==> src/rtl/bpd_pkg.sv <==
package bpd_pkg;

   typedef enum logic [1:0] {
      ST_HUNT = 2'd0,
      ST_SYNC = 2'd1,
      ST_BITS = 2'd2,
      ST_PULL = 2'd3
   } bpd_state_e;

   localparam logic SYNC_PUSH_VAL = 1'b0;
   localparam logic SYNC_PULL_VAL = 1'b1;

endpackage

==> src/rtl/bpd_start_det.sv <==
module bpd_start_det #(
   parameter int START_SLOTS = 3
) (
   input  logic clk,
   input  logic rst_n,
   input  logic slot_en,
   input  logic line_in,
   input  logic arm,
   output logic start_hit
);
   localparam int ZW = $clog2(START_SLOTS + 1);
   localparam logic [ZW-1:0] LAST = ZW'(START_SLOTS - 1);

   logic [ZW-1:0] zrun;

   always_ff @(posedge clk) begin
      if (!rst_n) begin
         zrun <= '0;
      end else if (!arm) begin
         zrun <= '0;
      end else if (slot_en) begin
         if (line_in || (zrun == LAST)) zrun <= '0;
         else                           zrun <= zrun + 1'b1;
      end
   end

   assign start_hit = arm & slot_en & ~line_in & (zrun == LAST);

   // an armed search always begins from an empty low run
   assert_fresh_run_R2: assert property (@(posedge clk) disable iff (!rst_n)
      $rose(arm) |-> (zrun == '0));

   // the run counter only moves on enabled samples
   assert_run_hold_R8: assert property (@(posedge clk) disable iff (!rst_n)
      (!slot_en && arm && $past(arm)) |=> $stable(zrun));

endmodule

==> src/rtl/bpd_pair_dec.sv <==
module bpd_pair_dec (
   input  logic clk,
   input  logic rst_n,
   input  logic slot_en,
   input  logic line_in,
   input  logic active,
   output logic pair_done,
   output logic pair_bit,
   output logic pair_bad
);
   logic have_first;
   logic first_lvl;

   always_ff @(posedge clk) begin
      if (!rst_n) begin
         have_first <= 1'b0;
         first_lvl  <= 1'b0;
      end else if (!active) begin
         have_first <= 1'b0;
      end else if (slot_en) begin
         if (!have_first) begin
            have_first <= 1'b1;
            first_lvl  <= line_in;
         end else begin
            have_first <= 1'b0;
         end
      end
   end

   assign pair_done = active & slot_en & have_first;
   assign pair_bit  = line_in;
   assign pair_bad  = (first_lvl == line_in);

   // two pair completions are always separated by a first-half sample
   assert_pair_spacing_R4: assert property (@(posedge clk) disable iff (!rst_n)
      pair_done |=> !pair_done);

endmodule

==> src/rtl/bpd_frame_seq.sv <==
module bpd_frame_seq
   import bpd_pkg::*;
#(
   parameter int DATA_BITS = 5,
   parameter int ADDR_BITS = 3,
   parameter bit LSB_FIRST = 1'b1
) (
   input  logic                 clk,
   input  logic                 rst_n,
   input  logic                 start_hit,
   input  logic                 pair_done,
   input  logic                 pair_bit,
   input  logic                 pair_bad,
   input  logic [ADDR_BITS-1:0] dev_addr,
   output bpd_state_e           state,
   output logic                 match_stb,
   output logic                 pull_go,
   output logic                 frame_err,
   output logic [DATA_BITS-1:0] rx_data,
   output logic [ADDR_BITS-1:0] rx_addr
);
   localparam int FW = DATA_BITS + ADDR_BITS;
   localparam int CW = $clog2(FW);
   localparam logic [CW-1:0] LAST_BIT = CW'(FW - 1);

   logic [FW-2:0]        shreg;
   logic [FW-2:0]        shreg_nx;
   logic [FW-1:0]        word;
   logic [DATA_BITS-1:0] fld_data;
   logic [ADDR_BITS-1:0] fld_addr;
   logic [CW-1:0]        bcnt;
   logic                 hit;

   generate
      if (LSB_FIRST) begin : g_lsb
         assign word     = {pair_bit, shreg};
         assign shreg_nx = word[FW-1:1];
         assign fld_data = word[DATA_BITS-1:0];
         assign fld_addr = word[FW-1:DATA_BITS];
      end else begin : g_msb
         assign word     = {shreg, pair_bit};
         assign shreg_nx = word[FW-2:0];
         assign fld_data = word[FW-1:ADDR_BITS];
         assign fld_addr = word[ADDR_BITS-1:0];
      end
   endgenerate

   always_ff @(posedge clk) begin
      if (!rst_n) begin
         state     <= ST_HUNT;
         shreg     <= '0;
         bcnt      <= '0;
         hit       <= 1'b0;
         match_stb <= 1'b0;
         pull_go   <= 1'b0;
         frame_err <= 1'b0;
         rx_data   <= '0;
         rx_addr   <= '0;
      end else begin
         match_stb <= 1'b0;
         pull_go   <= 1'b0;
         unique case (state)
            ST_HUNT: begin
               if (start_hit) begin
                  state <= ST_SYNC;
                  bcnt  <= '0;
                  hit   <= 1'b0;
               end
            end
            ST_SYNC: begin
               if (pair_done) begin
                  if (pair_bad || (pair_bit != SYNC_PUSH_VAL)) begin
                     frame_err <= 1'b1;
                     state     <= ST_HUNT;
                  end else begin
                     state <= ST_BITS;
                  end
               end
            end
            ST_BITS: begin
               if (pair_done) begin
                  if (pair_bad) begin
                     frame_err <= 1'b1;
                     state     <= ST_HUNT;
                  end else begin
                     shreg <= shreg_nx;
                     if (bcnt == LAST_BIT) begin
                        state <= ST_PULL;
                        if (fld_addr == dev_addr) begin
                           hit       <= 1'b1;
                           match_stb <= 1'b1;
                           rx_data   <= fld_data;
                           rx_addr   <= fld_addr;
                        end
                     end else begin
                        bcnt <= bcnt + 1'b1;
                     end
                  end
               end
            end
            ST_PULL: begin
               if (pair_done) begin
                  state <= ST_HUNT;
                  if (pair_bad || (pair_bit != SYNC_PULL_VAL)) frame_err <= 1'b1;
                  else if (hit)                                pull_go   <= 1'b1;
               end
            end
            default: state <= ST_HUNT;
         endcase
      end
   end

   // a detected opening always leads to the sync check
   assert_open_to_sync_R2: assert property (@(posedge clk) disable iff (!rst_n)
      (start_hit && state == ST_HUNT) |=> (state == ST_SYNC));

   // strobe lasts one cycle
   assert_stb_pulse_R6: assert property (@(posedge clk) disable iff (!rst_n)
      match_stb |=> !match_stb);

   // strobe only carries this device's address
   assert_stb_addr_R6: assert property (@(posedge clk) disable iff (!rst_n)
      match_stb |-> (rx_addr == dev_addr));

   // reply go never coincides with the strobe and lasts one cycle
   assert_pull_excl_R7: assert property (@(posedge clk) disable iff (!rst_n)
      pull_go |-> (!match_stb && state == ST_HUNT));

   assert_pull_pulse_R7: assert property (@(posedge clk) disable iff (!rst_n)
      pull_go |=> !pull_go);

   // error flag is sticky
   assert_err_sticky_R9: assert property (@(posedge clk) disable iff (!rst_n)
      frame_err |=> frame_err);

endmodule

==> src/rtl/bpd_push_decoder.sv <==
module bpd_push_decoder
   import bpd_pkg::*;
#(
   parameter int DATA_BITS   = 5,
   parameter int ADDR_BITS   = 3,
   parameter int START_SLOTS = 3,
   parameter bit LSB_FIRST   = 1'b1
) (
   input  logic                 clk,
   input  logic                 rst_n,
   input  logic                 slot_en,
   input  logic                 line_in,
   input  logic [ADDR_BITS-1:0] dev_addr,
   output logic                 match_stb,
   output logic [DATA_BITS-1:0] rx_data,
   output logic [ADDR_BITS-1:0] rx_addr,
   output logic                 pull_go,
   output logic                 frame_err
);
   generate
      if (DATA_BITS < 1 || ADDR_BITS < 1) begin : g_bad_width
         $error("bpd_push_decoder: field widths must be at least 1");
      end
      if (START_SLOTS < 3) begin : g_bad_open
         $error("bpd_push_decoder: opening run must exceed the longest legal low run of 2");
      end
   endgenerate

   bpd_state_e state;
   logic       start_hit;
   logic       pair_done;
   logic       pair_bit;
   logic       pair_bad;
   logic       arm;
   logic       active;

   assign arm    = (state == ST_HUNT);
   assign active = (state != ST_HUNT);

   bpd_start_det #(
      .START_SLOTS (START_SLOTS)
   ) u_start (
      .clk       (clk),
      .rst_n     (rst_n),
      .slot_en   (slot_en),
      .line_in   (line_in),
      .arm       (arm),
      .start_hit (start_hit)
   );

   bpd_pair_dec u_pair (
      .clk       (clk),
      .rst_n     (rst_n),
      .slot_en   (slot_en),
      .line_in   (line_in),
      .active    (active),
      .pair_done (pair_done),
      .pair_bit  (pair_bit),
      .pair_bad  (pair_bad)
   );

   bpd_frame_seq #(
      .DATA_BITS (DATA_BITS),
      .ADDR_BITS (ADDR_BITS),
      .LSB_FIRST (LSB_FIRST)
   ) u_seq (
      .clk       (clk),
      .rst_n     (rst_n),
      .start_hit (start_hit),
      .pair_done (pair_done),
      .pair_bit  (pair_bit),
      .pair_bad  (pair_bad),
      .dev_addr  (dev_addr),
      .state     (state),
      .match_stb (match_stb),
      .pull_go   (pull_go),
      .frame_err (frame_err),
      .rx_data   (rx_data),
      .rx_addr   (rx_addr)
   );

   // a disabled cycle produces no strobe or go pulse
   assert_idle_quiet_R8: assert property (@(posedge clk) disable iff (!rst_n)
      !slot_en |=> (!match_stb && !pull_go));

   // a disabled cycle leaves the decode state untouched
   assert_idle_state_R8: assert property (@(posedge clk) disable iff (!rst_n)
      !slot_en |=> $stable(state));

endmodule

==> config.mk <==
export PLATFORM = sky130hd
export DESIGN_NAME = bpd_push_decoder
export DESIGN_NICKNAME = d
export VERILOG_FILES = /design/src/rtl/bpd_pkg.sv /design/src/rtl/bpd_start_det.sv /design/src/rtl/bpd_pair_dec.sv /design/src/rtl/bpd_frame_seq.sv /design/src/rtl/bpd_push_decoder.sv
export SDC_FILE = /design/constraint.sdc
export NUM_CORES = 1
export LEC_CHECK = 0
export ABC_AREA = 1
export CORE_UTILIZATION = 50
export CTS_CLUSTER_DIAMETER = 120
export DETAILED_ROUTE_END_ITERATION = 10
export HOLD_SLACK_MARGIN = 0.06
export MAX_ROUTING_LAYER = met4
export PLACE_DENSITY_LB_ADDON = 0.1
export SLEW_MARGIN = 0
export SYNTH_ARGS = -nofsm -noshare
export SYNTH_HDL_FRONTEND = slang
export SYNTH_SLANG_ARGS = --single-unit
==> constraint.sdc <==
create_clock -name clk -period 3.7 [get_ports clk]
set_input_delay 1.11 -clock clk [delete_from_list [all_inputs] [get_ports clk]]
set_output_delay 1.11 -clock clk [all_outputs]
set_load 0.05 [all_outputs]
==> results.yml, run 1 <==
worst_setup_path:
  cp_data_required_time_ns: 2.59
  worst-endpoint-arrival_ns: 1.56
  crit_family: "buffers and inverters"
  rrSetupSlack_ns: 1.98
  start_kind: "register"
  crit_fanout: 2
  critical_path.max_stage_delay_ns: 0.81
  rr_startpoint: "u_seq.state[0]"
  criticalPathCategory: "reg2out"
  crit_slowest_cell: "clkdlybuf4s50_1"
  reg2reg_to: "u_seq.rx_addr[1]"
  critPathBufInv: 1
  end_kind: "primary output"
  reg2regPathDepth: 10
  path_cells: "clkdlybuf4s50_1"
yosys:
  syn_area_mm2: 0.00140
  synth_top_area_share_pct: 40.1
  ys_async_sr_fraction_pct: 0
  synth.top_cells.by_area: "dfxtp_1, nand2_1, ha_1, nor2_1, inv_1"
  yosysMostFrequentCell: "nand2_1"
  synth_top_area_cell: "dfxtp_1"
  synth_top_flop_cell: "dfxtp_1"
  synth-edff-count: 0
  synth_fp_nets: 207
  ys_seq_area_share_pct: 40.1
  yosys-top-cells-count: "nand2_1, dfxtp_1, nor2_1"
  syn_area_per_cell_um2: 7.36
  ys_types: 24
  syn_inst: 190
  synth-seq-cells: 28
  yosys_warnings: 0
cts:
  cts_tree: "done"
  ctsHoldBuffers: 0
  cts.reportedPaths.clkPinSlew_ns: 0.16
  clock-root-buffer: "clkbuf_4"
  htree_levels: 1
  clk_latency_ns: 0.34
  cts_setup_buffers: 0
  post_cts_resize_count: 0
  numCtsBuffers: 3
  cts.sinks: 28
  cts_buffer_depth: 2
cells_and_area:
  fillers: 251
  fin_area_mm2: 0.00164
  diodes: 0
  syn2layout_area_growth_pct: 17.5
  finalNetCount: 226
  layout-drive-gt1-share_pct: 8.65
  multi_input_area_um2: 712
  seqCellArea_um2: 561
floorplan:
  num_io_pins: 18
  core_mm2: 0.00257
  initial_core_util_pct: 54.4
  fp.dieW_um: 54.9
  die_h_um: 54.9
  fp.dieArea_mm2: 0.00301
  rows: 18
place:
  port_buffers: 17
  place.gp.congestion: 0.819
  postPlaceCellArea_mm2: 0.00159
  dp_hpwl_um: 2170
sta:
  fmax_mhz: 375
  fin_tns_setup_ns: 0
  rsz0062_at_grt: "no"
  final.period_utilization_pct: 72.0
  slew_headroom_pct: 66.4
  finalSetupViolCount: 0
  hold_viol: 0
  slew_violations: 0
  finalCriticalPeriod_ns: 2.67
  tightestPinTransition_ns: 0.502
  hold_ws_ns: 0.479
  skew_ns: 0.0120
min_path:
  holdCritPathClass: "reg2reg"
  min_from: "u_seq.shreg[4]"
  hold_depth: 2
  worstHoldEndpoint: "u_seq.rx_data[4]"
power:
  finalPower_uw: 617
  peakVddDrop_mv: 0.282
  p_leak_nw: 0.757
  power_density_mw_per_mm2: 376
global_routing:
  grt_antenna_before_repair: 0
  grt_overflow: 0
  grt_usage_pct: 22.9
  grt_max_degree: 17
  grt_pass1_vias: 1138
  grt_pass1_wl_um: 4750
detailed_routing:
  wl_um: 2870
  postRouteAntennaNets: 0
  first_iter_violations: 27
  drc: 0
  vias: 1187
  post_drt_wl_per_cell_um: 12.1
  via_per_inst: 4.99
  first_pass_iters: 4
run_status:
  outcome: "complete, no violations"
run:
  maxCapViolations: 0
report_power, final:
part	internal, mW	total, mW	switching (mW)
sequential	0.312	0.319	0.00685
clock	0.110	0.206	0.0960
combinational	0.0351	0.0927	0.0576
flip-flops by register name, summed over array words and instances (netlist names):
signal,count
u_pair.have_first,1
u_start.zrun,2
u_seq.pull_go,1
u_seq.bcnt,3
u_seq.rx_addr,3
u_seq.hit,1
u_pair.first_lvl,1
u_seq.match_stb,1
u_seq.shreg,7
u_seq.rx_data,5
u_seq.frame_err,1
u_seq.state,2
worst max-delay path by stage:
stage	start	end	slack, ns	cells after the start
global route	line_in	u_seq.rx_data[4]	0.91	12
global placement	line_in	u_seq.rx_data[4]	0.72	12
floorplan	line_in	u_seq.rx_addr[0]	1.50	11
CTS	line_in	u_seq.rx_data[1]	1.04	12
finish	u_seq.rx_data[3]	rx_data[3]	1.03	1
detailed placement	line_in	u_seq.rx_data[1]	0.68	12
cells in the final DEF (no fill, tap or decap), types with 2 or more instances in the layout:
cell             synthesis  final
nand3b_1                 2      2
a211oi_1                 3      3
dfxtp_1                 28     28
nand3_1                 12     12
nand4_1                  4      4
inv_2                    4      4
nor3_1                   2      2
nand2_4                  2      2
inv_1                   21     21
clkdlybuf4s50_1          0     17
nor2_1                  25     25
ha_1                    10     10
a21oi_1                  8      8
clkbuf_4                 0      3
nor2_2                   2      2
nand2_1                 49     49
o21ai_0                  7      7
routing by layer:
layer,track usage (%),wire length [um],vias to the layer above
li1,-,-,640
met1,28.7,1430,517
met2,36.9,1290,24
met3,3.61,115,6
met4,8.12,43,0
met5,-,0,-
metrics by stage:
stage	setup WS [ns]	std cells	utilization [%]
after floorplan	1.50	190	-
after global placement	0.720	234	61.9
after detailed placement	0.682	234	61.9
after CTS	1.04	238	64.0
after global routing	0.914	238	64.0
final	1.03	238	64.0
area by class of cell:
type | instances | share of cell area (%)
timing repair buffer | 18 | 10.8
tap | 30 | 2.28
clock buffer | 3 | 1.37
inverter | 26 | 6.25
multi-input combinational | 132 | 43.3
sequential | 28 | 34.1
clock inverter | 1 | 1.83
worst reg2reg max path, stage by stage (launching register included):
cell	delay [ns]
dfxtp_1	0.36
inv_1	0.13
ha_1	0.34
nand2_2	0.13
inv_2	0.09
nand2_4	0.09
inv_6	0.10
nand3_4	0.16
nor2_8	0.16
nand2_1	0.07
nand2_1	0.05
cells by family (layout without fill, tap and decap cells):
kind of cell,Yosys count,after routing,share of synthesized area [%]
buffers and inverters,30,48,8.95
flip-flops,28,28,40.1
AO/OA/AOI/OAI,19,19,7.34
adder cells (fa/ha/maj),10,10,8.95
AND/OR/NAND/NOR,103,103,34.6
Note: power is estimated with default switching activity, not from simulation.
==> run 2, diff against run 1 <==
CORE_UTILIZATION = 48   (was 50)
clock period = 2.25 ns   (was 3.7 ns; I/O delays follow)
==> run 2 against run 1 <==
  * Flip-flop and latch count unchanged
  * Core utilization decreased by 1.8 points
  * Clock skew decreased by 0.0087 ns
  * Design area increased by 4.3%
  * Non-clock buffer count increased by 9
  * Critical path type unchanged
  * Critical endpoint is now rx_data[4]
  * Largest power group unchanged
==> results.yml, run 2 (synthesis results as in run 1) <==
run_status:
  outcome: "complete, no violations"
detailed_routing:
  postRouteAntennaNets: 0
  post_drt_wl_per_cell_um: 11.4
  drc: 0
  via_per_inst: 4.92
  vias: 1221
  first_pass_iters: 4
  first_iter_violations: 51
  wl_um: 2820
place:
  place.gp.congestion: 0.862
  pre_cts_ws_ns: -0.130
  dp_cells: 244
  port_buffers: 17
  postPlaceCellArea_mm2: 0.00166
  dp_hpwl_um: 2170
cells_and_area:
  final_common_cell: "nand2_1"
  final_util_pct: 62.2
  fin_area_mm2: 0.00171
  syn2layout_area_growth_pct: 22.6
  largest_register_ffs: 7
  largest_register: "u_seq.shreg"
  layout-drive-gt1-share_pct: 12.4
  fillers: 264
  finalNetCount: 235
  instances_no_fill: 248
  diodes: 0
  layout_common_cells: "nand2_1, dfxtp_1, nor2_1, inv_1, clkdlybuf4s50_1"
  reg.largest.list: "u_seq.shreg x7, u_seq.rx_data x5"
worst_setup_path:
  crit_family: "buffers and inverters"
  crit_fanout: 2
  end_kind: "primary output"
  criticalPathCategory: "reg2out"
  crit_slowest_cell: "clkdlybuf4s50_1"
  critical_path.max_stage_delay_ns: 0.81
  worst-endpoint-arrival_ns: 1.51
  critPathBufInv: 1
  path_cells: "clkdlybuf4s50_1"
  start_kind: "register"
  cp_data_required_time_ns: 1.57
power:
  finalPower_mw: 1.02
  power_density_mw_per_mm2: 595
  p_leak_nw: 0.820
  peakVddDrop_mv: 0.362
global_routing:
  grt_antenna_before_repair: 0
  grt_overflow: 0
  grt_usage_pct: 19.8
  grt_pass1_vias: 1144
  grt_pass1_wl_um: 4930
  grt_max_degree: 17
cts:
  cts_buffer_depth: 2
  cts.sinks: 28
  cts_setup_buffers: 0
  htree_levels: 1
  numCtsBuffers: 3
  clk_latency_ns: 0.32
  clock-root-buffer: "clkbuf_4"
  cts_tree: "done"
  cts.reportedPaths.clkPinSlew_ns: 0.16
floorplan:
  die_h_um: 56.0
  num_io_pins: 18
  core_mm2: 0.00276
  rows: 19
  fp.dieW_um: 56.0
  fp.dieArea_mm2: 0.00313
  initial_core_util_pct: 50.7
sta:
  skew_ns: 0.00330
  slew_headroom_pct: 65.2
  fin_tns_setup_ns: 0
  fmax_mhz: 457
  slew_violations: 0
  rsz0062_at_grt: "no"
  finalSetupViolCount: 0
  finalCriticalPeriod_ns: 2.19
  tightestPinTransition_ns: 0.521
  hold_viol: 0
  hold_ws_ns: 0.475
  final.period_utilization_pct: 97.2
  worst_slack_ns: 0.0641
run:
  maxCapViolations: 0
min_path:
  holdCritPathClass: "reg2reg"
==> run 2: changes by cell type in the layout (fill, tap and decap cells not counted), sizes merged <==
cell / delta
dlymetal6s2s: +1
clkdlybuf4s50: -1
buf: +9
==> run 2: metal layers <==
| metal | share of wire, % | routed length [um] | track usage [%] | vias up |
|---|---|---|---|---|
| met5 | 0 | 0 | - | - |
| met4 | 0.67 | 19 | 3.83 | 0 |
| met3 | 3.6 | 101 | 3.49 | 2 |
| met2 | 45 | 1260 | 29.4 | 21 |
| met1 | 51 | 1440 | 28.7 | 545 |
| li1 | - | - | - | 653 |
==> run 2: final timing paths <==
check / start / end / slack [ns] / cells past startpoint
hold / removal: u_seq.hit / u_seq.pull_go / 0.48 / 2
hold reg to reg: u_seq.hit / u_seq.pull_go / 0.48 / 2
setup / recovery: u_seq.rx_data[4] / rx_data[4] / 0.06 / 1
setup reg to reg: u_seq.state[0] / u_seq.rx_data[4] / 0.55 / 10
==> run 2: repair_timing <==
action | 4_1_cts | 5_1_grt
gates resized for setup | 0 | 1
setup endpoints to repair | 0 | 1
hold buffers | 0 | 0
hold endpoints to repair | 0 | 0
==> run 2: power breakdown <==
group	leakage, nW	switching [mW]	internal (mW)
logic	0.566	0.0965	0.0664
registers	0.226	0.0108	0.514
clock network	0.0279	0.152	0.180
==> run 2: layout make-up <==
type | instances | area [um2] | area share [%]
multi-input combinational | 132 | 712 | 41.5
sequential | 28 | 561 | 32.7
timing repair buffer | 27 | 248 | 14.5
inverter | 26 | 103 | 5.99
tap | 31 | 38.8 | 2.26
clock inverter | 1 | 30.0 | 1.75
clock buffer | 3 | 22.5 | 1.31
==> run 2: worst reg2reg max path: stages, from the launching register on <==
cell,delay (ns)
dfxtp_1,0.36
inv_1,0.12
ha_1,0.36
nand2_2,0.13
inv_2,0.09
nand2_4,0.07
inv_6,0.06
nand3_4,0.16
nor2_8,0.17
nand2_1,0.07
nand2_1,0.06
==> run 3, diff against run 2 <==
SETUP_SLACK_MARGIN = 0.4   (was not set)
==> run 3 against run 2 <==
  * First-iteration DRC count fell by 2.0%
  * Register-to-register slack barely moved
  * Design area is 0.37% higher
  * Largest power group unchanged
  * Largest cell class unchanged
  * Clock power barely moved
  * Die area unchanged
  * Clock skew barely moved
  * Combinational power barely moved
  * Highest routed layer unchanged
  * Core utilization up 0.23 points
  * Critical endpoint is now u_seq.rx_data[1]
  * Total power hardly changed
  * Critical path depth is 11 higher
  * Global-route usage is 0.35 points higher
==> results.yml, run 3 (synthesis results as in run 1) <==
cells_and_area:
  seqCellArea_um2: 561
  layout_common_cells: "nand2_1, dfxtp_1, nor2_1, inv_1, nand3_1"
  syn2layout_area_growth_pct: 23.1
  final_util_pct: 62.4
  finalNetCount: 236
  fin_area_mm2: 0.00172
  largest_register: "u_seq.shreg"
  final_common_cell: "nand2_1"
  diodes: 0
  largest_register_ffs: 7
  layout-drive-gt1-share_pct: 18.3
  fillers: 262
  reg.largest.list: "u_seq.shreg x7, u_seq.rx_data x5"
  multi_input_area_um2: 724
worst_setup_path:
  start_kind: "input port"
  crit_fanout: 8
  end_kind: "register"
  worst-endpoint-arrival_ns: 2.05
  cp_data_required_time_ns: 2.53
  criticalPathCategory: "in2reg"
sta:
  fin_tns_setup_ns: 0
  finalCriticalPeriod_ns: 1.77
  tightestPinTransition_ns: 0.318
  finalSetupViolCount: 0
  rsz0062_at_grt: "no"
  hold_viol: 0
  hold_ws_ns: 0.473
  final.period_utilization_pct: 78.5
  slew_headroom_pct: 78.8
  skew_ns: 0.00335
  slew_violations: 0
  fmax_mhz: 566
cts:
  clk_latency_ns: 0.32
  htree_levels: 1
  cts_buffer_depth: 2
  cts_setup_buffers: 0
  cts_tree: "done"
  clock-root-buffer: "clkbuf_4"
  cts.sinks: 28
  numCtsBuffers: 3
  cts.reportedPaths.clkPinSlew_ns: 0.16
run:
  maxCapViolations: 0
detailed_routing:
  first_iter_violations: 50
  drc: 0
  via_per_inst: 5.02
  post_drt_wl_per_cell_um: 11.5
  vias: 1251
  wl_um: 2850
  postRouteAntennaNets: 0
  first_pass_iters: 4
global_routing:
  grt_overflow: 0
  grt_antenna_before_repair: 0
  grt_pass1_wl_um: 5020
  grt_pass1_vias: 1161
  grt_max_degree: 17
  grt_usage_pct: 20.2
place:
  place.gp.congestion: 0.862
  port_buffers: 17
  dp_hpwl_um: 2170
  postPlaceCellArea_mm2: 0.00166
run_status:
  outcome: "complete, no violations"
power:
  power.switching_uw: 259
  p_leak_nw: 0.818
  switching_share_pct: 25.5
  finalPower_mw: 1.02
  clkPwrFrac_pct: 32.5
  peakVddDrop_mv: 0.365
  intPower_uw: 759
  power_density_mw_per_mm2: 592
  pwr-share-comb_pct: 16.0
  seq_power_share_pct: 51.5
floorplan:
  die_h_um: 56.0
  rows: 19
  core_mm2: 0.00276
  fp.dieW_um: 56.0
  initial_core_util_pct: 50.7
  fp.dieArea_mm2: 0.00313
  num_io_pins: 18
min_path:
  holdCritPathClass: "reg2reg"
run 3: cell count changes in the layout (fill, tap and decap cells not counted):
cell / delta
clkdlybuf4s50_1: -12
clkdlybuf4s15_2: +8
clkbuf_2: +3
dlygate4sd2_1: +1
nand2_1: -1
nand2_2: +1
nand3_2: +1
run 3: layer usage:
layer	wire length (um)	share of wire (%)	global-route usage, %
met2	1280	45	30.3
met4	33	1.2	3.83
met3	103	3.6	3.49
met5	0	0	-
met1	1430	50	29.0
run 3: layout make-up:
cell class / count / area share, %
multi-input combinational: 133 / 42.1
sequential: 28 / 32.6
timing repair buffer: 27 / 14.0
inverter: 26 / 5.96
tap: 31 / 2.25
clock inverter: 1 / 1.75
clock buffer: 3 / 1.31
run 3: timing repair:
item	4_1_cts	5_1_grt
hold buffers	0	0
pin swaps	1	0
cloned	1	0
endpoints found under the setup margin	33	16
gates resized for setup	30	6
run 3: path summary, 6_finish.rpt:
kind                       start               end  slack [ns]  cells after the start
hold reg to reg        u_seq.hit     u_seq.pull_go        0.47                      2
setup / recovery         line_in  u_seq.rx_data[1]        0.48                     12
hold / removal         u_seq.hit     u_seq.pull_go        0.47                      2
setup reg to reg  u_seq.state[0]  u_seq.rx_data[1]        0.56                     10
run 3: stage by stage:
step           setup slack, ns  std cells
2_1_floorplan            0.484        190
3_3_place_gp           -0.0606        244
3_5_place_dp            -0.130        244
4_1_cts                  0.329        249
5_1_grt                  0.411        249
6_report                 0.484        249
run 3: power by group through the flow:
stage | clock [mW] | combinational, mW | sequential, mW
6_report | 0.331 | 0.163 | 0.524
5_1_grt | 0.353 | 0.188 | 0.528
4_1_cts | 0.336 | 0.164 | 0.525
3_5_place_dp | 0 | 0.163 | 0.535
3_3_place_gp | 0 | 0.158 | 0.534
2_1_floorplan | 0 | 0.103 | 0.542
run 3: worst max-delay path: stages:
cell and delay, ns:
dlygate4sd2_1 0.23, inv_2 0.05, ha_1 0.30, inv_2 0.06
nand2_2 0.06, inv_2 0.09, nand2_4 0.07, inv_6 0.07
nand3_4 0.12, nor2_8 0.18, nand2_1 0.08, nand2_1 0.06
